==> config.mk <==
export PLATFORM = sky130hd
export DESIGN_NAME = wdog_rst_ctrl
export DESIGN_NICKNAME = d
export VERILOG_FILES = /design/src/rtl/wdr_pkg.sv /design/src/rtl/wdr_tick_gen.sv /design/src/rtl/wdr_clear_arb.sv /design/src/rtl/wdr_divider.sv /design/src/rtl/wdr_startup.sv /design/src/rtl/wdog_rst_ctrl.sv
export SDC_FILE = /design/constraint.sdc
export NUM_CORES = 1
export LEC_CHECK = 0
export CAP_MARGIN = 20
export CORE_MARGIN = 3
export CORE_UTILIZATION = 45
export DETAILED_ROUTE_END_ITERATION = 7
export DONT_BUFFER_PORTS = 1
export SETUP_SLACK_MARGIN = 0.1
export SLEW_MARGIN = 0
export SYNTH_ARGS = -nofsm -noshare
export SYNTH_HDL_FRONTEND = slang
export SYNTH_SLANG_ARGS = --single-unit
export TNS_END_PERCENT = 1
==> constraint.sdc <==
create_clock -name clk_i -period 2.2 [get_ports clk_i]
set_clock_uncertainty 0.15 [all_clocks]
set_input_delay 0.11 -clock clk_i [delete_from_list [all_inputs] [get_ports clk_i]]
set_output_delay 0.11 -clock clk_i [all_outputs]
set_load 0.03 [all_outputs]
==> src/rtl/wdr_pkg.sv <==
package wdr_pkg;

  typedef enum logic [1:0] {
    PH_HOLD = 2'd0,
    PH_RUN  = 2'd1,
    PH_HALT = 2'd2
  } phase_e;

  // Clear qualification: single mode takes any strobe, dual mode needs
  // both strobes either now or remembered from an earlier cycle.
  function automatic logic clear_qualify(input logic dual, input logic a,
                                         input logic b, input logic pa,
                                         input logic pb);
    if (dual) return (a | pa) & (b | pb);
    return a | b;
  endfunction

  // Phase sequencing: expiry dominates, then halt or wake.
  function automatic phase_e next_phase(input phase_e cur, input logic sst_done,
                                        input logic expire, input logic halt_req,
                                        input logic wake);
    case (cur)
      PH_HOLD: return sst_done ? PH_RUN : PH_HOLD;
      PH_RUN:  return expire ? PH_HOLD : (halt_req ? PH_HALT : PH_RUN);
      PH_HALT: return (expire | wake) ? PH_HOLD : PH_HALT;
      default: return PH_HOLD;
    endcase
  endfunction

endpackage

==> src/rtl/wdr_tick_gen.sv <==
module wdr_tick_gen #(
  parameter int unsigned PRESC_LOG2 = 2
) (
  input  logic clk_i,
  input  logic rst_ni,
  input  logic restart_i,
  input  logic slow_sel_i,
  output logic tick_o
);
  localparam int unsigned PW = (PRESC_LOG2 < 1) ? 1 : PRESC_LOG2;

  logic [PW-1:0] presc_q;

  always_ff @(posedge clk_i or negedge rst_ni) begin
    if (!rst_ni)        presc_q <= '0;
    else if (restart_i) presc_q <= '0;
    else                presc_q <= presc_q + 1'b1;
  end

  assign tick_o = slow_sel_i ? (&presc_q) : 1'b1;
endmodule

==> src/rtl/wdr_clear_arb.sv <==
module wdr_clear_arb
  import wdr_pkg::*;
(
  input  logic clk_i,
  input  logic rst_ni,
  input  logic run_i,
  input  logic flush_i,
  input  logic dual_i,
  input  logic a_i,
  input  logic b_i,
  output logic take_o
);
  logic pend_a_q, pend_b_q;

  assign take_o = run_i & clear_qualify(dual_i, a_i, b_i, pend_a_q, pend_b_q);

  always_ff @(posedge clk_i or negedge rst_ni) begin
    if (!rst_ni) begin
      pend_a_q <= 1'b0;
      pend_b_q <= 1'b0;
    end else if (flush_i || take_o) begin
      pend_a_q <= 1'b0;
      pend_b_q <= 1'b0;
    end else if (run_i && dual_i) begin
      pend_a_q <= pend_a_q | a_i;
      pend_b_q <= pend_b_q | b_i;
    end
  end
endmodule

==> src/rtl/wdr_divider.sv <==
module wdr_divider #(
  parameter int unsigned WDT_LOG2 = 6
) (
  input  logic clk_i,
  input  logic rst_ni,
  input  logic active_i,
  input  logic off_i,
  input  logic tick_i,
  input  logic clr_i,
  output logic expire_o
);
  logic [WDT_LOG2-1:0] cnt_q;

  always_ff @(posedge clk_i or negedge rst_ni) begin
    if (!rst_ni)                          cnt_q <= '0;
    else if (!active_i || off_i || clr_i) cnt_q <= '0;
    else if (tick_i)                      cnt_q <= cnt_q + 1'b1;
  end

  // A clear in the same cycle wins over the final tick.
  assign expire_o = active_i & ~off_i & ~clr_i & tick_i & (&cnt_q);
endmodule

==> src/rtl/wdr_startup.sv <==
module wdr_startup #(
  parameter int unsigned SST_CYCLES = 1024
) (
  input  logic clk_i,
  input  logic rst_ni,
  input  logic hold_i,
  output logic done_o
);
  localparam int unsigned SW = $clog2(SST_CYCLES);
  localparam logic [SW-1:0] LAST = SW'(SST_CYCLES - 1);

  logic [SW-1:0] cnt_q;

  assign done_o = hold_i & (cnt_q == LAST);

  always_ff @(posedge clk_i or negedge rst_ni) begin
    if (!rst_ni)      cnt_q <= '0;
    else if (!hold_i) cnt_q <= '0;
    else if (!done_o) cnt_q <= cnt_q + 1'b1;
  end
endmodule

==> src/rtl/wdog_rst_ctrl.sv <==
module wdog_rst_ctrl
  import wdr_pkg::*;
#(
  parameter int unsigned WDT_LOG2   = 6,
  parameter int unsigned SST_CYCLES = 1024,
  parameter int unsigned PRESC_LOG2 = 2
) (
  input  logic clk_i,
  input  logic rst_ni,
  input  logic wdt_clr_a_i,
  input  logic wdt_clr_b_i,
  input  logic halt_req_i,
  input  logic wake_i,
  input  logic opt_dual_clr_i,
  input  logic opt_wdt_off_i,
  input  logic opt_slow_clk_i,
  output logic core_rst_o,
  output logic to_o,
  output logic pdf_o,
  output logic run_en_o
);
  phase_e phase_q, phase_d;
  logic in_hold, in_run, in_halt;
  logic tick, clr_take, wdt_expire, sst_done, halt_enter;
  logic to_q, pdf_q;

  assign in_hold = (phase_q == PH_HOLD);
  assign in_run  = (phase_q == PH_RUN);
  assign in_halt = (phase_q == PH_HALT);

  wdr_tick_gen #(.PRESC_LOG2(PRESC_LOG2)) u_tick (
    .clk_i(clk_i), .rst_ni(rst_ni), .restart_i(in_hold),
    .slow_sel_i(opt_slow_clk_i), .tick_o(tick)
  );

  wdr_clear_arb u_arb (
    .clk_i(clk_i), .rst_ni(rst_ni), .run_i(in_run), .flush_i(in_hold),
    .dual_i(opt_dual_clr_i), .a_i(wdt_clr_a_i), .b_i(wdt_clr_b_i),
    .take_o(clr_take)
  );

  wdr_divider #(.WDT_LOG2(WDT_LOG2)) u_div (
    .clk_i(clk_i), .rst_ni(rst_ni), .active_i(in_run | in_halt),
    .off_i(opt_wdt_off_i), .tick_i(tick), .clr_i(clr_take),
    .expire_o(wdt_expire)
  );

  wdr_startup #(.SST_CYCLES(SST_CYCLES)) u_sst (
    .clk_i(clk_i), .rst_ni(rst_ni), .hold_i(in_hold), .done_o(sst_done)
  );

  assign halt_enter = in_run & halt_req_i & ~wdt_expire;

  always_comb begin
    phase_d = next_phase(phase_q, sst_done, wdt_expire, halt_req_i, wake_i);
  end

  always_ff @(posedge clk_i or negedge rst_ni) begin
    if (!rst_ni) begin
      phase_q <= PH_HOLD;
      to_q    <= 1'b0;
      pdf_q   <= 1'b0;
    end else begin
      phase_q <= phase_d;
      if (wdt_expire)    to_q <= 1'b1;
      else if (clr_take) to_q <= 1'b0;
      if (halt_enter)    pdf_q <= 1'b1;
      else if (clr_take) pdf_q <= 1'b0;
    end
  end

  assign core_rst_o = in_hold;
  assign run_en_o   = in_run;
  assign to_o       = to_q;
  assign pdf_o      = pdf_q;
endmodule

==> impl_metrics.toml <==
[layout]
layout.nets = 151
fin_cells = 164
drive_gt1_frac = 0.112
design_area_sq_um = 1440
area_delta_synth_final_pct = 14.3
post-route-util = 0.561
antenna-diode-count = 0

[drt]
via_per_inst = 5.57
detail-route-antenna-nets = 0
vias = 913
wire_per_inst_microns = 13.4
dr.first_iter.drc_count = 32
drt_wl_total_microns = 2200
drc = 0
dr.pass1.iters = 4

[clocking]
htreeDepth = 1
root_buffer = "clkbuf_4"
clockBufferDepth = 2
cts.sinks = 24
cts_made_buffers = 3
cts_tree = "built"
post_cts_buffers = 0
worstSkewPairLatency_ns = 0.31
cts_resized = 0
ctsHoldBuffers = 9
clk_pin_slew_ns = 0.13

[worst_setup_path]
crit_required_ns = 2.26
critPathLaunchType = "flop"
cp-startpoint = "phase_q[1]$_DFF_PN0_"
critPathArrivalTime_ns = 1.98
r2r_slack_ns = 0.28
crit_path_end_kind = "flop"
r2r-start = "phase_q[1]$_DFF_PN0_"
reg2regPathDepth = 6
endpoint = "u_arb.pend_b_q$_DFFE_PN0P_"
path_max_fanout = 6
crit_type = "reg -> reg"
r2r_end = "u_arb.pend_b_q$_DFFE_PN0P_"

[placement]
place_hpwl_microns = 1570
placed_area_sq_um = 1300
dp_cells = 151
place_ws_ns = 0.452
place.gp.congestion = 0.831
port_buffers = 0

[worst_hold_path]
worstHoldStart = "opt_wdt_off_i"
hold_class = "in -> reg"

[sta]
fin_crit_ns = 1.92
fin_crit_sh = 0.874
max_freq_mhz = 520
final_max_slew_viol_count = 0
fin_tns_setup_ns = 0
setup_violations = 0
timing.slew.headroom = 0.696
fin_ws_ns = 0.278
rsz0062_at_grt = "false"
hold_violations = 0
tightest_slew_ns = 0.455

[die]
fp.dieH_microns = 58.9
core-area_sq_um = 2570
die_width_microns = 58.9
io_pins = 13
initial_utilization = 0.491
die_area_sq_um = 3470
rows = 18

[global_routing]
grt.total_usage = 0.147
grtUsageMet2 = 0.244
grt-ovfl-total = 0
antenna_found_initial = 0
grt_max_degree = 25
met1_usage = 0.177
grt_pass1_wl_microns = 3920
grt_pass1_vias = 954
grtUsageMet3 = 0.0329
busiest_layer = "met2"

[synth]
synth_top_family_by_area = "simple AND/OR/NAND/NOR gates"
synthXorXnorAreaFrac = 0.0556
synth_compound_area_frac = 0.112
synth_cell_types = 38
synth_edf_count = 0
syn_nets = 137
synth-main-ff-cell = "dfrtp_1"
syn_area_sq_um = 1260
ys_warn_count = 0
syn_area_per_cell_sq_um = 10.4
synthAdderAreaFrac = 0.0695
synth.mux.area_fraction = 0.0278
ys_seq_area_frac = 0.477
synth_seq_cells = 24
synthCells = 121
synth-async-reset-ratio = 1.00
synthSimpleGateAreaFrac = 0.230

[power_and_ir_drop]
power.leakage_nw = 0.624
p_per_area_nw_per_um2 = 487
peakVddDrop_mv = 0.300

[job]
cap_violations = 0

[run_status]
status = "finished, final reports clean"
-- worst max-delay path, stage by stage (launching register included) --
cell	delay, ns
dfrtp_1	0.40
inv_1	0.07
ha_1	0.22
buf_4	0.20
a31oi_1	0.17
dlygate4sd3_1	0.57
nor2_1	0.04
-- layout by cell type, fill, tap and decap left out, types with 2 or more instances in the layout --
cell type and instances:
o21ai_0 3, buf_4 2, nor3_1 3, a31oi_1 3
xnor2_1 2, inv_1 6, clkbuf_4 3, nor4_2 2
nor2_1 19, nand4_1 2, nand2_1 11, dfrtp_1 24
xor2_1 6, dlygate4sd3_1 8, mux2i_1 2, and3_1 4
ha_1 7, nand3_1 4
-- stage by stage --
step	total power [mW]	hold WS [ns]
finish	0.701	0.0321
global route	0.737	0.0293
CTS	0.713	0.0204
detailed placement	0.457	-0.335
global placement	0.457	-0.335
floorplan	0.457	-0.336
-- synthesized netlist by cell type, drive strengths merged, types with 2 or more instances --
library cell  count  area [sq um]
nor2             19          71.3
o31ai             2          20.0
nand4             3          33.8
xnor2             2          17.5
nor4              3          31.3
nand3             4          20.0
inv               6          22.5
nor3              3          15.0
xor2              6          52.6
o21ai             3          15.0
mux2i             2          20.0
and3              5          32.5
nand2            11          41.3
a32o              2          21.3
ha                7          87.6
dfrtp            24           601
a31oi             3          18.8
-- layer usage --
layer  wire length (microns)  up-vias
met4                      54        0
met5                       0        -
li1                        -      456
met1                    1020      428
met3                     102        6
met2                    1020       23
-- final cells by class --
type | count | area, sq um
clock buffer | 4 | 36.3
fill | 222 | 1130
inverter | 7 | 26.3
multi-input combinational | 88 | 624
sequential | 24 | 601
tap | 30 | 37.5
timing repair buffer | 11 | 115
-- power breakdown --
group / switching (mW) / internal, mW
clock network: 0.128 / 0.101
registers: 0 / 0.441
logic: 0.0159 / 0.0147
-- sequential cells by signal, indices dropped and copies added, names as in the netlist --
name	cells
u_sst.cnt_q	10
u_div.cnt_q	6
phase_q	2
u_tick.presc_q	2
pdf_o	1
to_o	1
u_arb.pend_a_q	1
u_arb.pend_b_q	1
-- worst min-delay path by stage --
stage | to | slack [ns] | cells past startpoint
3_5_place_dp | to_o$_DFFE_PN0P_ | -0.34 | 0
5_1_grt | to_o$_DFFE_PN0P_ | 0.03 | 2
3_3_place_gp | to_o$_DFFE_PN0P_ | -0.34 | 0
2_1_floorplan | pdf_o$_DFFE_PN0P_ | -0.34 | 0
6_report | to_o$_DFFE_PN0P_ | 0.03 | 3
4_1_cts | to_o$_DFFE_PN0P_ | 0.02 | 3
-- cells by family (layout without fill, tap and decap cells) --
kind of cell,after synthesis,count (layout)
adder cells (fa/ha/maj),7,7
multiplexers,3,3
XOR/XNOR,8,8
AO/OA/AOI/OAI,16,16
buffers and inverters,9,22
flip-flops,24,24
AND/OR/NAND/NOR,54,54
(Power assumes the default switching activity.)
